--- config.mk ---
export PLATFORM = sky130hd
export DESIGN_NAME = trs_word_aligner
export DESIGN_NICKNAME = d
export VERILOG_FILES = /design/src/rtl/trs_align_pkg.sv /design/src/rtl/trs_align_datapath.sv /design/src/rtl/trs_align_ctrl.sv /design/src/rtl/trs_word_aligner.sv
export SDC_FILE = /design/constraint.sdc
export NUM_CORES = 1
export LEC_CHECK = 0
export BUFFER_PORTS_ARGS = -buffer_cell sky130_fd_sc_hd__buf_2
export CAP_MARGIN = 30
export CORE_MARGIN = 1.5
export CORE_UTILIZATION = 45
export CTS_BUF_LIST = sky130_fd_sc_hd__clkbuf_2
export CTS_CLUSTER_SIZE = 14
export DETAILED_ROUTE_END_ITERATION = 10
export MAX_ROUTING_LAYER = met4
export PLACE_DENSITY = 0.64
export SETUP_SLACK_MARGIN = 0.15
export SLEW_MARGIN = 20
export SYNTH_ARGS = -nofsm -noshare
export SYNTH_HDL_FRONTEND = slang
export SYNTH_SLANG_ARGS = --single-unit
--- constraint.sdc ---
create_clock -name clk -period 3.84 [get_ports clk]
set_input_delay 0.384 -clock clk [delete_from_list [all_inputs] [get_ports clk]]
set_output_delay 0.384 -clock clk [all_outputs]
set_load 0.01 [all_outputs]
--- src/rtl/trs_align_pkg.sv ---
package trs_align_pkg;
  localparam int WORD_W    = 10;
  localparam int TRS_WORDS = 4;
  localparam int OFF_W     = $clog2(WORD_W);
  localparam int WIN_WORDS = TRS_WORDS + 1;
  localparam int WIN_W     = WORD_W * WIN_WORDS;
  localparam int IDX_W     = $clog2(WIN_W);
  localparam int STRB_DLY  = TRS_WORDS - 1;

  typedef struct packed {
    logic             hit;
    logic [OFF_W-1:0] hitOff;
  } detect_t;

  typedef struct packed {
    logic             locked;
    logic [OFF_W-1:0] offSel;
  } alignCtl_t;
endpackage

--- src/rtl/trs_align_datapath.sv ---
module trs_align_datapath
  import trs_align_pkg::*;
(
  input  logic              clk,
  input  logic              rstN,
  input  logic [WORD_W-1:0] rawWord,
  input  alignCtl_t         ctl,
  output detect_t           det,
  output logic [WORD_W-1:0] alignedWord,
  output logic              alignedValid,
  output logic              trsSeen
);
  logic [WIN_W-1:0]    win;
  logic [WORD_W-1:0]   hitVec;
  logic [STRB_DLY-1:0] strbPipe;
  logic [IDX_W-1:0]    selIdx;
  logic                hitOnBoundary;

  function automatic logic xyzOk(input logic [WORD_W-1:0] w);
    logic f, v, h;
    f = w[8];
    v = w[7];
    h = w[6];
    return w[9] && (w[5] == (v ^ h)) && (w[4] == (f ^ h)) &&
           (w[3] == (f ^ v)) && (w[2] == (f ^ v ^ h));
  endfunction

  // newest word enters at the top: older bits sit at lower positions
  always_ff @(posedge clk) begin
    if (!rstN) win <= '0;
    else       win <= {rawWord, win[WIN_W-1:WORD_W]};
  end

  for (genvar k = 0; k < WORD_W; k++) begin : g_off
    logic [WORD_W-1:0] w0, w1, w2, w3;
    assign w0 = win[k +: WORD_W];
    assign w1 = win[k + WORD_W +: WORD_W];
    assign w2 = win[k + 2*WORD_W +: WORD_W];
    assign w3 = win[k + 3*WORD_W +: WORD_W];
    assign hitVec[k] = (&w0) && (w1 == '0) && (w2 == '0) && xyzOk(w3);
  end

  always_comb begin
    det.hit    = |hitVec;
    det.hitOff = '0;
    for (int k = WORD_W - 1; k >= 0; k--) begin
      if (hitVec[k]) det.hitOff = OFF_W'(k);
    end
  end

  assign selIdx        = IDX_W'(ctl.offSel);
  assign hitOnBoundary = det.hit && (det.hitOff == ctl.offSel);

  always_ff @(posedge clk) begin
    if (!rstN) begin
      alignedWord  <= '0;
      alignedValid <= 1'b0;
      strbPipe     <= '0;
      trsSeen      <= 1'b0;
    end else begin
      alignedWord  <= win[selIdx +: WORD_W];
      alignedValid <= ctl.locked;
      strbPipe     <= {strbPipe[STRB_DLY-2:0], hitOnBoundary};
      trsSeen      <= strbPipe[STRB_DLY-1];
    end
  end
endmodule

--- src/rtl/trs_align_ctrl.sv ---
module trs_align_ctrl
  import trs_align_pkg::*;
(
  input  logic      clk,
  input  logic      rstN,
  input  detect_t   det,
  input  logic      modeWr,
  input  logic      modeIn,
  input  logic      frameEn,
  output alignCtl_t ctl,
  output logic      nspFlag
);
  logic             modeReg;
  logic             locked, lockedNext;
  logic [OFF_W-1:0] curOff, offNext;
  logic             nspNext;
  logic             mayMove;

  assign mayMove = modeReg ? nspFlag : frameEn;

  always_comb begin
    lockedNext = locked;
    offNext    = curOff;
    nspNext    = nspFlag;
    if (det.hit) begin
      if (!locked) begin
        lockedNext = 1'b1;
        offNext    = det.hitOff;
      end else if (det.hitOff == curOff) begin
        nspNext = 1'b0;
      end else if (mayMove) begin
        offNext = det.hitOff;
        nspNext = 1'b0;
      end else begin
        nspNext = 1'b1;
      end
    end
  end

  always_ff @(posedge clk) begin
    if (!rstN) begin
      modeReg <= 1'b1;
      locked  <= 1'b0;
      curOff  <= '0;
      nspFlag <= 1'b0;
    end else begin
      if (modeWr) modeReg <= modeIn;
      locked  <= lockedNext;
      curOff  <= offNext;
      nspFlag <= nspNext;
    end
  end

  assign ctl.locked = lockedNext;
  assign ctl.offSel = offNext;
endmodule

--- src/rtl/trs_word_aligner.sv ---
module trs_word_aligner
  import trs_align_pkg::*;
(
  input  logic              clk,
  input  logic              rstN,
  input  logic [WORD_W-1:0] rawWord,
  input  logic              modeWr,
  input  logic              modeIn,
  input  logic              frameEn,
  output logic [WORD_W-1:0] alignedWord,
  output logic              alignedValid,
  output logic              trsSeen,
  output logic              nspFlag
);
  detect_t   det;
  alignCtl_t ctl;

  trs_align_datapath u_dp (
    .clk(clk), .rstN(rstN), .rawWord(rawWord), .ctl(ctl), .det(det),
    .alignedWord(alignedWord), .alignedValid(alignedValid), .trsSeen(trsSeen)
  );

  trs_align_ctrl u_ctrl (
    .clk(clk), .rstN(rstN), .det(det), .modeWr(modeWr), .modeIn(modeIn),
    .frameEn(frameEn), .ctl(ctl), .nspFlag(nspFlag)
  );
endmodule

* Yosys cells after proc, flatten, opt, wreduce, memory -nomap -nowiden
Cells that the tools add are included.
** Word-level totals
- Word-level logic and storage cells :: 202
- Output and inout bits :: 13
- Bits of input ports :: 15
- Register bits :: 71
** Cells by class
- Bitwise gates (word level) :: 31
- Equality and inequality tests :: 42
- Shifts and indexed selects :: 1
- Muxes and demuxes :: 17
- Reductions and logical operators :: 103
** Operators by type and width (count)
- 10-bit logical NOT :: 20
- 10-bit AND reduction :: 10
- 1-bit logical AND :: 71
- 4-bit 2-to-1 mux :: 14
- 50-bit by 5-bit indexed part select with 10-bit output :: 1
- 1-bit == test :: 40
- 1-bit bitwise XOR :: 31
- 10-bit OR reduction :: 1
- 4-bit == test :: 2
- 1-bit 2-to-1 mux :: 3
- 2-bit AND reduction :: 1

* Depth between registers and ports, before layout
- Depth after elaboration :: 23
- Gate-level depth with buffers :: 18
- Depth with buffers taken out :: 15

* Modules after synthesis
From an unflattened synthesis, not the netlist that was laid out.
** Second synthesis, totals
- Cell total of the unflattened synthesis :: 524
- Area, all modules :: 4675.7 um^2
** Modules (own cells, without submodules)
- trs_align_datapath :: area an instance 4211.5 um^2, seq. area each 1301.2 um^2, times used 1, cells each 471
- trs_align_ctrl :: area an instance 464.2 um^2, seq. area each 140.1 um^2, times used 1, cells each 53

* Worst setup path before layout
No wires, ideal clock.
- Kind :: register -> register
- Start point :: register u_dp.win[37]
- End point :: register u_dp.alignedWord[5]
- Arrival time :: 3378 ps
- Setup time :: 79 ps
- Period minus slack after synthesis :: 3457 ps
- Cell stages (with the launch flop) :: 18
- Required time :: 3761 ps
- Path slack :: 383 ps
- Path through :: dfxtp_1 > buf_2 > buf_2 > inv_1 > ha_1 > and4b_1 > and3_1 > nand3_1 > a22oi_1 > a21oi_1 > o311ai_0 > a211oi_1 > o21a_1 > o31ai_4 > a21boi_4 > buf_8 > or4b_1 > o211ai_1
** On the way
- Longest elaborated chain between the ends :: 18
** Ends and longest elaborated chain
- start, declared :: RTL line trs_align_datapath.sv:13 : logic [WIN_W-1:0] win;
- start signal, assigned :: RTL line trs_align_datapath.sv:31 : else win <= {rawWord, win[WIN_W-1:WORD_W]};
- 10-bit logical NOT :: RTL line trs_align_datapath.sv:40 : assign hitVec[k] = (&w0) && (w1 == '0) && (w2 == '0) && xyzOk(w3);
- 1-bit logical AND (2 in a row) :: RTL line trs_align_datapath.sv:40
- 4-bit 2-to-1 mux (10 in a row) :: RTL line trs_align_datapath.sv:47 : if (hitVec[k]) det.hitOff = OFF_W'(k);
- 4-bit == test / 4-bit 2-to-1 mux (equally long branches) :: RTL line trs_align_ctrl.sv:29, trs_align_ctrl.sv:31
- 4-bit 2-to-1 mux :: RTL line trs_align_ctrl.sv:29 : end else if (det.hitOff == curOff) begin
- 4-bit 2-to-1 mux :: RTL line trs_align_ctrl.sv:26 : if (!locked) begin
- 4-bit 2-to-1 mux :: RTL line trs_align_ctrl.sv:25 : if (det.hit) begin
- 50-bit by 5-bit indexed part select with 10-bit output * :: RTL line trs_align_datapath.sv:61 : alignedWord <= win[selIdx +: WORD_W];
- end signal, assigned :: RTL line trs_align_datapath.sv:61
- end, declared :: RTL line trs_align_datapath.sv:9 : output logic [WORD_W-1:0] alignedWord,
Mark *: on every way between the ends. The rest lies on a longest branch, timed or not.
A chain may end at the register's enable or synchronous reset.

* Final worst setup path
Same ends and word-level chain as after synthesis.

==> results.py <==
metrics = {
    "drt": {
        "drt-initial-drc-count": 261,
        "viasPerCell": 5.81,
        "drt_pre_antenna_iters": 6,
        "ant_nets": 0,
        "wl_mm": 12.8,
        "vias": 4242,
        "drcViolationCount": 0,
        "avgRoutedWirePerCell_microns": 17.6,
    },
    "synthesis": {
        "synth_edf_count": 0,
        "ys_seq_area_share_pct": 30.1,
        "yosysTopAreaCellShare_pct": 30.1,
        "synth_seq_cells": 71,
        "synthFlopType": "dfxtp_1",
        "async_reset_ff_share_pct": 0,
        "yosysWarnings": 0,
        "synth_nets": 547,
        "ys_types": 73,
        "synthCells": 530,
        "netlist_area_sq_um": 4720,
        "yosysTopAreaCell": "dfxtp_1",
        "synth.avg_cell_area_sq_um": 8.90,
        "yosys-top-cells-area": "dfxtp_1, mux2i_1, and2_1",
    },
    "floorplan": {
        "start_util_pct": 46.1,
        "io_pins": 28,
        "die-height_microns": 105,
        "row_count": 37,
        "coreArea_sq_um": 10200,
        "fp.dieW_microns": 105,
        "dieArea_sq_um": 11100,
    },
    "setup_path": {
        "crit_path_end_kind": "register",
        "required_ns": 4.32,
        "cp-start-kind": "register",
        "worstRegToRegCells": 13,
        "cp_max_fo": 12,
        "rrSetupSlack_ns": 0.23,
        "r2r-start": "u_dp.win[37]",
        "crit_type": "reg2reg",
        "startpoint": "u_dp.win[37]",
        "cp.arrival_ns": 4.10,
        "worstReg2RegEnd": "u_dp.alignedWord[5]",
        "worstSetupEndpoint": "u_dp.alignedWord[5]",
    },
    "placement": {
        "hpwl_mm": 9.34,
        "io_buffers": 27,
        "place_congestion": 0.946,
    },
    "global_route": {
        "grt_first_pass_wirelength_mm": 20.3,
        "grt.overflow.total": 0,
        "track_usage_pct": 23.9,
        "grt_max_degree": 55,
        "grt_pass1_vias": 3965,
        "antenna_found_initial": 0,
    },
    "layout": {
        "diodes": 0,
        "fill_cells": 939,
        "mostFrequentLayoutCell": "dfxtp_1",
        "layout.nets": 606,
        "seq_area_sq_um": 1440,
        "drive_above_1_share_pct": 24.6,
        "multi_input_area_sq_um": 3120,
        "mostFrequentLayoutCells": "dfxtp_1, mux2i_1, and2_1",
        "area_delta_synth_final_pct": 17.6,
        "fin_util_pct": 54.2,
    },
    "timing": {
        "skew_ns": 0.0395,
        "relSlewSlack_pct": 67.9,
        "finalSetupTns_ns": 0,
        "fin_crit_ns": 3.61,
        "worstMarginPinSlew_ns": 0.468,
        "rsz0062_at_grt": "yes",
        "maxSlewViolCount": 0,
        "max_freq_mhz": 277,
        "finalCritPeriodShare_pct": 94.1,
        "setup_violations": 0,
        "hold_viol_final": 0,
    },
    "cts": {
        "clockBufferDepth": 2,
        "clk_latency_ns": 0.54,
        "cts_tree": "yes",
        "cts-root-buf": "clkbuf_2",
        "h-tree-depth": 3,
        "cts_num_sinks": 71,
        "cts_buffers": 9,
        "path_clk_slew_ns": 0.24,
    },
    "outcome": {
        "status": "finished, final reports clean",
    },
    "power": {
        "p_leak_nw": 2.44,
        "powerDensity_nw_per_um2": 246,
        "ir_drop_mv": 0.116,
    },
    "hold_path": {
        "worst_hold_path_type": "in2reg",
    },
    "flow_run": {
        "drv_cap": 0,
    },
}
[report_power, final]
group          switching [W]  internal, W  total [W]
sequential         0.0000280     0.000755   0.000783
combinational       0.000102    0.0000909   0.000193
clock               0.000305    0.0000844   0.000389
[cell usage after synthesis, drive strengths merged (12+ instances only)]
master / number
dfxtp: 71
xnor2: 12
xor2: 14
nand2: 26
o21ai: 12
nor2: 27
and2: 53
mux2i: 61
nand3: 22
nor4bb: 12
buf: 29
[worst min-delay path by stage]
stage                     startpoint          endpoint  slack, ns  cells after the start
floorplan           u_dp.strbPipe[0]  u_dp.strbPipe[1]       0.41                      1
global placement    u_dp.strbPipe[2]      u_dp.trsSeen       0.41                      1
detailed placement  u_dp.strbPipe[1]  u_dp.strbPipe[2]       0.42                      1
CTS                       rawWord[9]      u_dp.win[49]      0.006                      2
global route              rawWord[9]      u_dp.win[49]      0.004                      2
finish                    rawWord[9]      u_dp.win[49]       0.03                      2
[routing by layer]
layer	GRT usage, %	wire, microns	vias up
met1	30.3	5760	2001
met4	9.78	414	0
met3	4.51	681	39
li1	-	-	2062
met2	37.4	5990	140
met5	-	0	-
[metrics by stage]
| step | cells | setup slack [ns] | total power, W | hold slack, ns | cell area, sq um |
|---|---|---|---|---|---|
| floorplan | 530 | 0.383 | 0.000918 | 0.412 | 4720 |
| global route | 730 | 0.114 | 0.00143 | 0.00407 | 5550 |
| CTS | 723 | 0.162 | 0.00137 | 0.00577 | 5310 |
| global placement | 700 | 0.133 | 0.000971 | 0.414 | 5140 |
| finish | 730 | 0.227 | 0.00137 | 0.0301 | 5550 |
| detailed placement | 700 | 0.156 | 0.000975 | 0.421 | 5140 |
[repair_timing]
item                                    CTS  global route
hold endpoints to repair                  7             0
cloned                                    0             2
hold buffers                              7             0
setup buffers                             0             5
pin swaps                                 0             4
resized for setup                         3            36
endpoints found under the setup margin    4            11
[flip-flops by register name, summed over array words and instances, names as in the netlist]
register / flops
u_dp.strbPipe: 3
u_dp.trsSeen: 1
u_ctrl.modeReg: 1
u_ctrl.nspFlag: 1
u_ctrl.locked: 1
u_dp.alignedWord: 10
u_ctrl.curOff: 4
u_dp.win: 50
[critical path, stage by stage (launching register included)]
cell and delay (ns):
dfxtp_4 0.42, buf_2 0.17, or4_1 0.41, a21o_1 0.17, mux4_2 0.52, nor3b_2 0.21
a211oi_2 0.08, a21oi_2 0.21, mux2i_4 0.29, buf_12 0.17, mux2i_1 0.11, mux2i_2 0.25
or4b_1 0.46, o211ai_1 0.09
[logic make-up after synthesis]
logic type	share of synthesized area (%)
adder cells (fa/ha/maj)	0.530
buffers and inverters	6.12
flip-flops	30.1
AND/OR/NAND/NOR	30.1
AO/OA/AOI/OAI	12.9
multiplexers	15.3
XOR/XNOR	4.83
[layout make-up]
cell class / count / share of cell area (%)
well taps: 136 / 3.07
flip-flops and latches: 71 / 26.0
clock buffers: 9 / 0.812
multi-input cells: 410 / 56.3
inverters: 10 / 0.677
repair buffers: 87 / 12.3
clock inverters: 7 / 0.880
Power figures use the tool's default switching activity.
